`config.mk`:
```
export PLATFORM = sky130hd
export DESIGN_NAME = pbus_target
export DESIGN_NICKNAME = d
export VERILOG_FILES = /design/src/rtl/pbus_pkg.sv /design/src/rtl/pbus_ctrl.sv /design/src/rtl/pbus_datapath.sv /design/src/rtl/pbus_target.sv
export SDC_FILE = /design/constraint.sdc
export NUM_CORES = 1
export LEC_CHECK = 0
export ABC_AREA = 1
export BUFFER_PORTS_ARGS = -buffer_cell sky130_fd_sc_hd__buf_2
export CORE_MARGIN = 3
export CORE_UTILIZATION = 45
export DETAILED_ROUTE_END_ITERATION = 8
export PLACE_DENSITY = 0.79
export SLEW_MARGIN = 30
export SYNTH_ARGS = -nofsm -noshare
export SYNTH_HDL_FRONTEND = slang
export SYNTH_SLANG_ARGS = --single-unit
```
`constraint.sdc`:
```
create_clock -name clk -period 1.8 [get_ports clk]
set_input_delay 0.27 -clock clk [delete_from_list [all_inputs] [get_ports clk]]
set_output_delay 0.27 -clock clk [all_outputs]
set_load 0.005 [all_outputs]
```
`src/rtl/pbus_pkg.sv`:
```
package pbus_pkg;

  typedef enum logic [2:0] {
    ST_IDLE,
    ST_DECODE,
    ST_TURN,
    ST_DATA,
    ST_ABORT
  } tgtStateT;

  typedef struct packed {
    logic capAddr;   // latch start address
    logic xfer;      // a word moves at this edge
    logic loadRead;  // refill the read output register
    logic cfgSpace;  // cycle targets the header
    logic writeDir;  // cycle is a write
  } dpCtlT;

  function automatic logic cmdMemRd(input logic [3:0] c);
    return (c == 4'b0110) || (c == 4'b1100) || (c == 4'b1110);
  endfunction

  function automatic logic cmdMemWr(input logic [3:0] c);
    return (c == 4'b0111) || (c == 4'b1111);
  endfunction

  function automatic logic cmdCfgRd(input logic [3:0] c);
    return c == 4'b1010;
  endfunction

  function automatic logic cmdCfgWr(input logic [3:0] c);
    return c == 4'b1011;
  endfunction

endpackage

```
`src/rtl/pbus_ctrl.sv`:
```
module pbus_ctrl
  import pbus_pkg::*;
(
  input  logic       clk,
  input  logic       rstN,
  input  logic       xferActN,
  input  logic       mstRdyN,
  input  logic       cfgSelect,
  input  logic [3:0] laneCmdN,
  input  logic [1:0] adLow,
  input  logic       memEn,
  input  logic       addrMatch,
  output dpCtlT      ctl,
  output logic       claimN,
  output logic       tgtRdyN,
  output logic       busOutEn,
  output logic       memWe
);

  tgtStateT state;
  logic     isWr;
  logic     isCfg;
  logic     memHit;
  logic     cfgHit;
  logic     hit;
  logic     wrCmd;
  logic     cfgCmd;
  logic     xferNow;

  always_comb begin
    wrCmd  = cmdMemWr(laneCmdN) || cmdCfgWr(laneCmdN);
    cfgCmd = cmdCfgRd(laneCmdN) || cmdCfgWr(laneCmdN);
    memHit = (cmdMemRd(laneCmdN) || cmdMemWr(laneCmdN)) && memEn && addrMatch;
    cfgHit = cfgCmd && cfgSelect && (adLow == 2'b00);
    hit    = memHit || cfgHit;
  end

  assign xferNow = (state == ST_DATA) && !mstRdyN && !tgtRdyN;

  always_comb begin
    ctl.capAddr  = (state == ST_IDLE) && !xferActN;
    ctl.xfer     = xferNow;
    ctl.loadRead = (state == ST_TURN) || (xferNow && !isWr && !xferActN);
    ctl.cfgSpace = isCfg;
    ctl.writeDir = isWr;
  end

  assign memWe = xferNow && isWr && !isCfg;

  always_ff @(posedge clk or negedge rstN) begin
    if (!rstN) begin
      state    <= ST_IDLE;
      isWr     <= 1'b0;
      isCfg    <= 1'b0;
      claimN   <= 1'b1;
      tgtRdyN  <= 1'b1;
      busOutEn <= 1'b0;
    end else begin
      unique case (state)
        ST_IDLE: begin
          if (!xferActN) begin
            isWr  <= wrCmd;
            isCfg <= cfgCmd;
            state <= hit ? ST_DECODE : ST_ABORT;
          end
        end
        ST_DECODE: begin
          claimN <= 1'b0;
          if (isWr) begin
            tgtRdyN <= 1'b0;
            state   <= ST_DATA;
          end else begin
            state <= ST_TURN;
          end
        end
        ST_TURN: begin
          tgtRdyN  <= 1'b0;
          busOutEn <= 1'b1;
          state    <= ST_DATA;
        end
        ST_DATA: begin
          if (xferNow && xferActN) begin
            claimN   <= 1'b1;
            tgtRdyN  <= 1'b1;
            busOutEn <= 1'b0;
            state    <= ST_IDLE;
          end
        end
        ST_ABORT: begin
          if (xferActN && mstRdyN) state <= ST_IDLE;
        end
        default: state <= ST_IDLE;
      endcase
    end
  end

  // the ready strobe is never given without a claim
  a_r3_ready_needs_claim: assert property (@(posedge clk) disable iff (!rstN)
    !tgtRdyN |-> !claimN);

  // the data lines are only driven inside a claimed cycle
  a_r12_drive_needs_claim: assert property (@(posedge clk) disable iff (!rstN)
    busOutEn |-> !claimN);

  // a read's first ready follows the claim by one turnaround clock
  a_r3_read_turnaround: assert property (@(posedge clk) disable iff (!rstN)
    ($fell(tgtRdyN) && busOutEn) |-> (!$past(claimN) && !$past(busOutEn)));

  // a write's ready appears together with the claim
  a_r3_write_claim_ready: assert property (@(posedge clk) disable iff (!rstN)
    ($fell(tgtRdyN) && !busOutEn) |-> $fell(claimN));

  // a master wait clock does not withdraw target ready
  a_r4_ready_held_in_wait: assert property (@(posedge clk) disable iff (!rstN)
    (!tgtRdyN && mstRdyN) |=> !tgtRdyN);

  // an abort never claims or signals ready
  a_r12_abort_silent: assert property (@(posedge clk) disable iff (!rstN)
    (state == ST_ABORT) |-> (claimN && tgtRdyN && !memWe));

endmodule

```
`src/rtl/pbus_datapath.sv`:
```
module pbus_datapath
  import pbus_pkg::*;
#(
  parameter int          BAR_BITS   = 12,
  parameter logic [15:0] VENDOR_ID  = 16'h5A17,
  parameter logic [15:0] DEVICE_ID  = 16'h0C31,
  parameter logic [7:0]  REVISION   = 8'h03,
  parameter logic [23:0] CLASS_CODE = 24'h058000,
  localparam int         WIDX       = BAR_BITS - 2
) (
  input  logic            clk,
  input  logic            rstN,
  input  dpCtlT           ctl,
  input  logic [31:0]     busIn,
  input  logic [3:0]      laneCmdN,
  input  logic [31:0]     memRdata,
  input  logic            busOutEn,
  output logic [31:0]     busOut,
  output logic            parOut,
  output logic            parOutEn,
  output logic [WIDX-1:0] memAddr,
  output logic [3:0]      memBe,
  output logic [31:0]     memWdata,
  output logic            memEn,
  output logic            addrMatch
);

  localparam int HI_W = 32 - BAR_BITS;

  logic [WIDX-1:0] wordIdx;
  logic [WIDX-1:0] nextIdx;
  logic [HI_W-1:0] barHi;
  logic [7:0]      lineSize;
  logic [7:0]      latTimer;
  logic [7:0]      intLine;
  logic [31:0]     barFull;
  logic [31:0]     barMerged;
  logic [31:0]     cfgWord;
  logic [3:0]      laneEn;

  assign laneEn    = ~laneCmdN;
  assign memBe     = laneEn;
  assign memWdata  = busIn;
  assign barFull   = {barHi, {BAR_BITS{1'b0}}};
  assign addrMatch = (busIn[31:BAR_BITS] == barHi);
  assign nextIdx   = ctl.xfer ? wordIdx + 1'b1 : wordIdx;
  assign memAddr   = ctl.writeDir ? wordIdx : nextIdx;

  for (genvar b = 0; b < 4; b++) begin : g_barLane
    assign barMerged[b*8 +: 8] = laneEn[b] ? busIn[b*8 +: 8] : barFull[b*8 +: 8];
  end

  always_comb begin
    unique case (nextIdx[5:0])
      6'd0:    cfgWord = {DEVICE_ID, VENDOR_ID};
      6'd1:    cfgWord = {30'd0, memEn, 1'b0};
      6'd2:    cfgWord = {CLASS_CODE, REVISION};
      6'd3:    cfgWord = {16'd0, latTimer, lineSize};
      6'd4:    cfgWord = barFull;
      6'd15:   cfgWord = {24'd0, intLine};
      default: cfgWord = 32'd0;
    endcase
  end

  always_ff @(posedge clk or negedge rstN) begin
    if (!rstN) begin
      wordIdx <= '0;
      busOut  <= '0;
    end else begin
      if (ctl.capAddr) wordIdx <= busIn[BAR_BITS-1:2];
      else if (ctl.xfer) wordIdx <= wordIdx + 1'b1;
      if (ctl.loadRead) busOut <= ctl.cfgSpace ? cfgWord : memRdata;
    end
  end

  always_ff @(posedge clk or negedge rstN) begin
    if (!rstN) begin
      memEn    <= 1'b0;
      lineSize <= '0;
      latTimer <= '0;
      intLine  <= '0;
      barHi    <= '0;
    end else if (ctl.xfer && ctl.writeDir && ctl.cfgSpace) begin
      unique case (wordIdx[5:0])
        6'd1: if (laneEn[0]) memEn <= busIn[1];
        6'd3: begin
          if (laneEn[0]) lineSize <= busIn[7:0];
          if (laneEn[1]) latTimer <= busIn[15:8];
        end
        6'd4:  barHi <= barMerged[31:BAR_BITS];
        6'd15: if (laneEn[0]) intLine <= busIn[7:0];
        default: ;
      endcase
    end
  end

  always_ff @(posedge clk or negedge rstN) begin
    if (!rstN) begin
      parOut   <= 1'b0;
      parOutEn <= 1'b0;
    end else begin
      parOutEn <= busOutEn;
      parOut   <= ^{busOut, laneCmdN};
    end
  end

  // the burst address only moves on a transfer or a new cycle
  a_r4_index_hold: assert property (@(posedge clk) disable iff (!rstN)
    (!ctl.xfer && !ctl.capAddr) |=> $stable(wordIdx));

  // parity is driven only behind a driven data clock
  a_r11_parity_follows_data: assert property (@(posedge clk) disable iff (!rstN)
    $rose(parOutEn) |-> $past(busOutEn));

endmodule

```
`src/rtl/pbus_target.sv`:
```
module pbus_target
  import pbus_pkg::*;
#(
  parameter int          BAR_BITS   = 12,
  parameter logic [15:0] VENDOR_ID  = 16'h5A17,
  parameter logic [15:0] DEVICE_ID  = 16'h0C31,
  parameter logic [7:0]  REVISION   = 8'h03,
  parameter logic [23:0] CLASS_CODE = 24'h058000,
  localparam int         WIDX       = BAR_BITS - 2
) (
  input  logic            clk,
  input  logic            rstN,
  input  logic            xferActN,
  input  logic            mstRdyN,
  input  logic            cfgSelect,
  input  logic [3:0]      laneCmdN,
  input  logic [31:0]     busIn,
  output logic [31:0]     busOut,
  output logic            busOutEn,
  output logic            claimN,
  output logic            tgtRdyN,
  output logic            parOut,
  output logic            parOutEn,
  output logic [WIDX-1:0] memAddr,
  output logic            memWe,
  output logic [3:0]      memBe,
  output logic [31:0]     memWdata,
  input  logic [31:0]     memRdata
);

  dpCtlT ctl;
  logic  memEn;
  logic  addrMatch;

  pbus_ctrl u_ctrl (
    .clk       (clk),
    .rstN      (rstN),
    .xferActN  (xferActN),
    .mstRdyN   (mstRdyN),
    .cfgSelect (cfgSelect),
    .laneCmdN  (laneCmdN),
    .adLow     (busIn[1:0]),
    .memEn     (memEn),
    .addrMatch (addrMatch),
    .ctl       (ctl),
    .claimN    (claimN),
    .tgtRdyN   (tgtRdyN),
    .busOutEn  (busOutEn),
    .memWe     (memWe)
  );

  pbus_datapath #(
    .BAR_BITS   (BAR_BITS),
    .VENDOR_ID  (VENDOR_ID),
    .DEVICE_ID  (DEVICE_ID),
    .REVISION   (REVISION),
    .CLASS_CODE (CLASS_CODE)
  ) u_dp (
    .clk       (clk),
    .rstN      (rstN),
    .ctl       (ctl),
    .busIn     (busIn),
    .laneCmdN  (laneCmdN),
    .memRdata  (memRdata),
    .busOutEn  (busOutEn),
    .busOut    (busOut),
    .parOut    (parOut),
    .parOutEn  (parOutEn),
    .memAddr   (memAddr),
    .memBe     (memBe),
    .memWdata  (memWdata),
    .memEn     (memEn),
    .addrMatch (addrMatch)
  );

endmodule

```
# --- Yosys cells after proc, flatten, opt, wreduce, memory -nomap -nowiden ---
# Index checks and enable logic that the tools add are counted.
totals:
  regBits: 97
  in_bits: 73
  output_inout_bits: 84
  elab_cells: 108
classes:
  add_sub_neg: 1
  eq_ne: 25
  n_mux: 17
  n_bitwise: 2
  n_reduce_logical: 46
ops:
  columns: ["cell", "n"]
  rows:
  - ["32-bit one-hot mux with 6 select lines", 1]
  - ["36-bit parity", 1]
  - ["32-bit two-way mux", 1]
  - ["10-bit two-way mux", 3]
  - ["3-bit AND reduction", 9]
  - ["20-bit == test", 1]
  - ["4-bit == test (second input constant)", 5]
  - ["6-bit by 2-bit == test with 1-bit output (second input constant)", 3]
  - ["3-bit one-hot mux with 5 select lines", 1]
  - ["1-bit logical AND", 14]
  - ["6-bit by 1-bit == test with 1-bit output (second input constant)", 2]
  - ["6-bit by 3-bit == test with 1-bit output (second input constant)", 2]
  - ["6-bit by 4-bit == test with 1-bit output (second input constant)", 2]
  - ["3-bit two-way mux", 4]
  - ["10-bit by 1-bit adder with 10-bit output (second input constant)", 1]
  - ["4-bit by 3-bit == test with 1-bit output (second input constant)", 2]
  - ["1-bit logical OR", 8]
  - ["3-bit by 2-bit == test with 1-bit output (second input constant)", 2]
  - ["6-bit logical NOT", 1]
  - ["2-bit AND reduction", 3]
  - ["1-bit logical NOT", 5]
  - ["1-bit two-way mux", 4]
  - ["2-bit by 1-bit inequality test with 1-bit output (second input constant)", 2]
  - ["2-bit inequality test (second input constant)", 2]
  - ["other kinds (10)", 12]

# --- Depth between registers and ports, before layout ---
logic_depth:
  depth_word: 10
  ltp_mapped: 17
  depth_no_buf: 17

# --- Modules after synthesis ---
# A second synthesis with hierarchy kept.
unflattened:
  hier_cells: 836
  area_unflattened_um2: 6135.9
modules_own_cells:
  columns: ["module", "n_inst", "cells_each", "area_each_um2", "seq_area_each_um2"]
  rows:
  - ["pbus_datapath", 1, 756, 5605.4, 2227.1]
  - ["pbus_ctrl", 1, 80, 530.5, 202.7]

# --- Worst setup path after synthesis ---
# OpenSTA, ideal clock, no wires.
synth_path:
  kind: "register to register"
  from: "reg u_dp.wordIdx[0]"
  to: "reg u_dp.busOut[14]"
  setup_time_ns: 0.073
  arrival_ns: 1.719
  required_time_ns: 1.727
  setup_slack_ns: 0.008
  stages_incl_launch_ff: 14
  path_buffers: 1
  period_less_slack_ns: 1.792
  path_cell_list: "dfrtp_1 inv_1 ha_1 nand4_1 nand2_1 nand2_1 nor2_4 nand2_4 inv_4 buf_8 nand2_2 nand3_2 nand2_2 a21oi_2"
synth_via:
  elab_chain_len: 5
  elab_cells_between_ends: 10
  cone_classes: "add/sub: 1; eq/ne: 5; mux: 3; reduce/logical: 1"
synth_lines:
  columns: ["element", "line", "text"]
  rows:
  - ["start: declaration", "pbus_datapath.sv:30", "logic [WIDX-1:0] wordIdx;"]
  - ["start signal: assignment", "pbus_datapath.sv:70", "if (ctl.capAddr) wordIdx <= busIn[BAR_BITS-1:2];"]
  - ["start signal: assignment", "pbus_datapath.sv:71", "else if (ctl.xfer) wordIdx <= wordIdx + 1'b1;"]
  - ["10-bit by 1-bit adder with 10-bit output", "pbus_datapath.sv:46", "assign nextIdx = ctl.xfer ? wordIdx + 1'b1 : wordIdx;"]
  - ["10-bit two-way mux (*)", null, null]
  - ["6-bit by 4-bit == test with 1-bit output (tied with other cells)", "pbus_datapath.sv:54", "unique case (nextIdx[5:0])"]
  - ["32-bit one-hot mux with 6 select lines (*)", "pbus_datapath.sv:54", null]
  - ["32-bit two-way mux (*)", "pbus_datapath.sv:72", "if (ctl.loadRead) busOut <= ctl.cfgSpace ? cfgWord : memRdata;"]
  - ["end signal: assignment", "pbus_datapath.sv:72", null]
  - ["end: declaration", "pbus_datapath.sv:18", "output logic [31:0] busOut,"]
# Every way passes the cells marked *; elsewhere a longest branch is shown, timed or not.
# A chain may end at the register's enable or synchronous reset.

# --- Worst setup path after layout ---
layout_path:
  from: "reg u_ctrl.state[1]"
  to: "out memAddr[0]"
layout_via:
  elab_chain_len: 5
layout_lines:
  columns: ["element", "line", "text"]
  rows:
  - ["start: declaration", "pbus_ctrl.sv:20", "tgtStateT state;"]
  - ["start signal: assignment", "pbus_ctrl.sv:64", "state <= hit ? ST_DECODE : ST_ABORT;"]
  - ["3-bit by 2-bit == test with 1-bit output", "pbus_ctrl.sv:38", "assign xferNow = (state == ST_DATA) && !mstRdyN && !tgtRdyN;"]
  - ["1-bit logical AND (2 in a row)", "pbus_ctrl.sv:38", null]
  - ["10-bit two-way mux", null, null]
  - ["10-bit two-way mux", "pbus_datapath.sv:47", "assign memAddr = ctl.writeDir ? wordIdx : nextIdx;"]
  - ["end: declaration", "pbus_target.sv:24", "output logic [WIDX-1:0] memAddr,"]
# Every way passes these cells.

==> run_results.csv <==
group,metric,value,unit
run_status,status,"complete, but fails checks",
run_status,violations,"negative setup slack",
sta,skew,0.0102,ns
final_layout,syn_to_final_growth,50.3,%
sta,tns,-20.59,ns
synth,ys_ff_latch,97,
clocking,cts_tree,"yes",
route,dr.first_iter.drc_count,718,
synth,synthSimpleGateAreaFrac,25.8,%
grt,grt_pass1_wl,28200,um
synth,synth_top_cell_area_share,40.4,%
route,wl_per_cell,18.1,um
floorplanning,initial_utilization,46.2,%
synth,synth.most_common_cell,"nand2_1",
worst_setup_path,worstSetupStartpointType,"flip-flop",
synth,syn-num-nets,839,
sta,finalCritPeriodShare,126,%
synth,syn_avg_cell_area,7.77,um2
clocking,numCtsBuffers,9,
place,port_buffers,156,
clocking,cts_sinks,97,
worst_hold_path,hp-class,"in2reg",
sta,relSlewSlack,58.6,%
synth,syn_area,5880,um2
worst_hold_path,holdCritStartpoint,"busIn[5]",
sta,setup_slack,-0.470,ns
sta,grt_setup_unrepaired,"yes",
flow_run,maxCapViolCount,0,
grt,antenna_found_initial,0,
synth,synth-edff-count,0,
sta,tightestPinTransition,0.620,ns
sta,min_period,2.27,ns
sta,holdWs,0.157,ns
synth,synth_largest_area_cell,"dfrtp_1",
route,drc,0,
worst_setup_path,crit_type,"reg2out",
clocking,clkSlewWorstSetupHoldPaths,0.07,ns
final_layout,fillers,920,
route,vias,6319,
place,gp_congestion,0.913,
worst_setup_path,path_buf_inv,5,
synth,synthAdderAreaFrac,1.92,%
floorplanning,core_area,12700,um2
synth,synth-xor-area-share,6.41,%
floorplanning,die_x,120,um
synth,ys.flop_type,"dfrtp_1",
final_layout,insertedDiodeCount,0,
synth,synth_top_family_by_area,"simple AND/OR/NAND/NOR gates",
route,ant_nets,0,
route,drt_wl_total,21000,um
clocking,clk_latency,0.36,ns
floorplanning,die_height,120,um
worst_setup_path,cpPeakStageDelay,0.39,ns
worst_setup_path,arrival,2.00,ns
synth,synth.area.top_cells,"dfrtp_1 40%, nand2_1 12%, o21ai_0 6.0%",
synth,synthCells,757,
power_and_ir_drop,p_leak,0.00430,uW
power_and_ir_drop,irDropWorstVdd,857,uV
final_layout,final_nets,1062,
synth,synth_compound_area_share,13.2,%
worst_setup_path,crit_family,"buffers and inverters",
grt,grt_overflow,0,
grt,grt_usage,24.5,%
worst_setup_path,crit_fanout,6,
worst_setup_path,crit_path_end_kind,"primary output",
synth,async_flop_share,100,%
synth,yosysUniqueCellTypes,40,
sta,fmaxAchievable,441,MHz
sta,drv_slew,0,
worst_setup_path,cp_data_required_time,1.53,ns
worst_setup_path,cp_slowest_cell,"dfrtp_1",
place,hpwlAfterDp,12900,um
sta,setup_viol,88,
final_layout,fin_util,69.5,%
worst_setup_path,startpoint,"u_ctrl.state[1]",
final_layout,drive_gt1_share,49.6,%
floorplanning,ios,157,
clocking,cts-root-buf,"clkbuf_16",
sta,final-hold-violation-count,0,
synth,synthMuxAreaShare,0.383,%
synth,ys.warnings.count,0,
worst_setup_path,cp_cell_sequence,"nand2_2 > nor3_4 > buf_4 > buf_6 > nand3_1 > nand2_2 > buf_6 > o21ai_0 > buf_4 > buf_2",
floorplanning,dieArea,14500,um2
synth,synthTopCellsByCount,"183 x nand2_1, 95 x dfrtp_1, 70 x o21ai_0",
synth,synth_seq_area_share,41.3,%
floorplanning,rows,41,
clocking,cts.path.max_buffers,2,
route,via_per_inst,5.46,
power_and_ir_drop,p_per_area,1380,nW/um2
grt,grt_pass1_vias,5620,
worst_setup_path,r2r-start,"u_ctrl.state[2]",
route,drtPass1Iterations,5,
clocking,cts_max_level,3,
grt,grt_max_degree,42,
[cell usage in the layout (no fill, tap or decap), drive strengths merged]
cell | synthesis | layout
or2 | 3 | 3
o22ai | 4 | 4
nand3 | 49 | 49
nor2 | 56 | 56
nand3b | 2 | 2
dfstp | 2 | 2
and2 | 1 | 1
nor3 | 10 | 10
buf | 43 | 265
xnor2 | 27 | 27
nand2 | 202 | 202
nand4 | 11 | 11
xor2 | 16 | 16
bufinv | 0 | 1
dfrtp | 95 | 95
o21ai | 71 | 71
clkinv | 4 | 8
clkinvlp | 0 | 1
dlygate4sd3 | 0 | 1
o32ai | 1 | 1
a21oi | 68 | 68
ha | 9 | 9
inv | 65 | 65
o221ai | 1 | 1
o211ai | 1 | 1
clkbuf | 14 | 13
mux2 | 2 | 2
[repair_timing]
item                                   CTS  global route
setup endpoints to repair               50            91
setup buffers                           28            17
pin swaps                               43            50
endpoints found under the hold margin   24             0
gates cloned                             2             5
hold buffers                             1             0
resized for setup                      131           191
[flip-flops by register name, summed over array words and instances (netlist names)]
register         count
u_ctrl.busOutEn      1
u_ctrl.claimN        1
u_ctrl.isCfg         1
u_ctrl.isWr          1
u_ctrl.state         3
u_ctrl.tgtRdyN       1
u_dp.barHi          20
u_dp.busOut         32
u_dp.intLine         8
u_dp.latTimer        8
u_dp.lineSize        8
u_dp.memEn           1
u_dp.parOut          1
u_dp.parOutEn        1
u_dp.wordIdx        10
[logic make-up (layout without fill, tap and decap cells)]
group           count (synthesis)  count (layout)
flops                          97              97
buf+inv                       126             354
xor+xnor                       43              43
fa+ha+maj                       9               9
compound gates                146             146
mux                             2               2
simple gates                  334             334
[final cells by class]
type,instances,area (um2),area share (%)
Timing Repair Buffer,267,1930,21.9
Clock buffer,12,246,2.79
Multi-Input combinational cell,534,3640,41.2
Clock inverter,4,51.3,0.580
Sequential cell,97,2430,27.5
Timing Repair inverter,2,32.5,0.368
Tap cell,172,215,2.43
Inverter,69,287,3.24
[worst paths after layout]
| kind | to | slack, ns | cells past startpoint |
|---|---|---|---|
| max | memAddr[0] | -0.47 | 10 |
| min | u_dp.wordIdx[3] | 0.16 | 3 |
| max reg2reg | u_dp.busOut[30] | -0.39 | 14 |
| min reg2reg | u_dp.parOutEn | 0.39 | 0 |
| max in group asynchronous | u_ctrl.claimN | 0.82 | 3 |
| min in group asynchronous | u_dp.busOut[25] | 0.38 | 2 |
[per-stage QoR]
stage                     setup WS (ns)  instance area (um2)  instances  power [uW]
after floorplan                 0.00799                 5880        757        6880
after global placement           -0.169                 7070       1095        8620
after detailed placement         -0.199                 7070       1095        8790
after CTS                        -0.372                 8110       1140       11600
after global routing             -0.544                 8840       1157       13100
final                            -0.470                 8840       1157       12200
[worst register-to-register path: cells and delay by family (launching register included)]
| family | cells | cell delay, ns |
|---|---|---|
| buffers and inverters | 6 | 0.77 |
| AND/OR/NAND/NOR | 7 | 0.74 |
| flip-flops | 1 | 0.45 |
| AO/OA/AOI/OAI | 1 | 0.15 |
[per-layer routing]
metal | vias to the layer above | GRT usage (%) | wire (um)
met5 | - | 0 | 0
met4 | 0 | 8.14 | 767
met3 | 71 | 2.99 | 1630
met2 | 368 | 41.4 | 10100
met1 | 3007 | 33.0 | 8490
li1 | 2873 | - | -
[where the power goes]
group	internal [uW]	total (uW)	switching, uW
clock network	1120	2030	906
registers	2760	3360	590
logic	3130	6850	3720
Power figures use the tool's default switching activity.
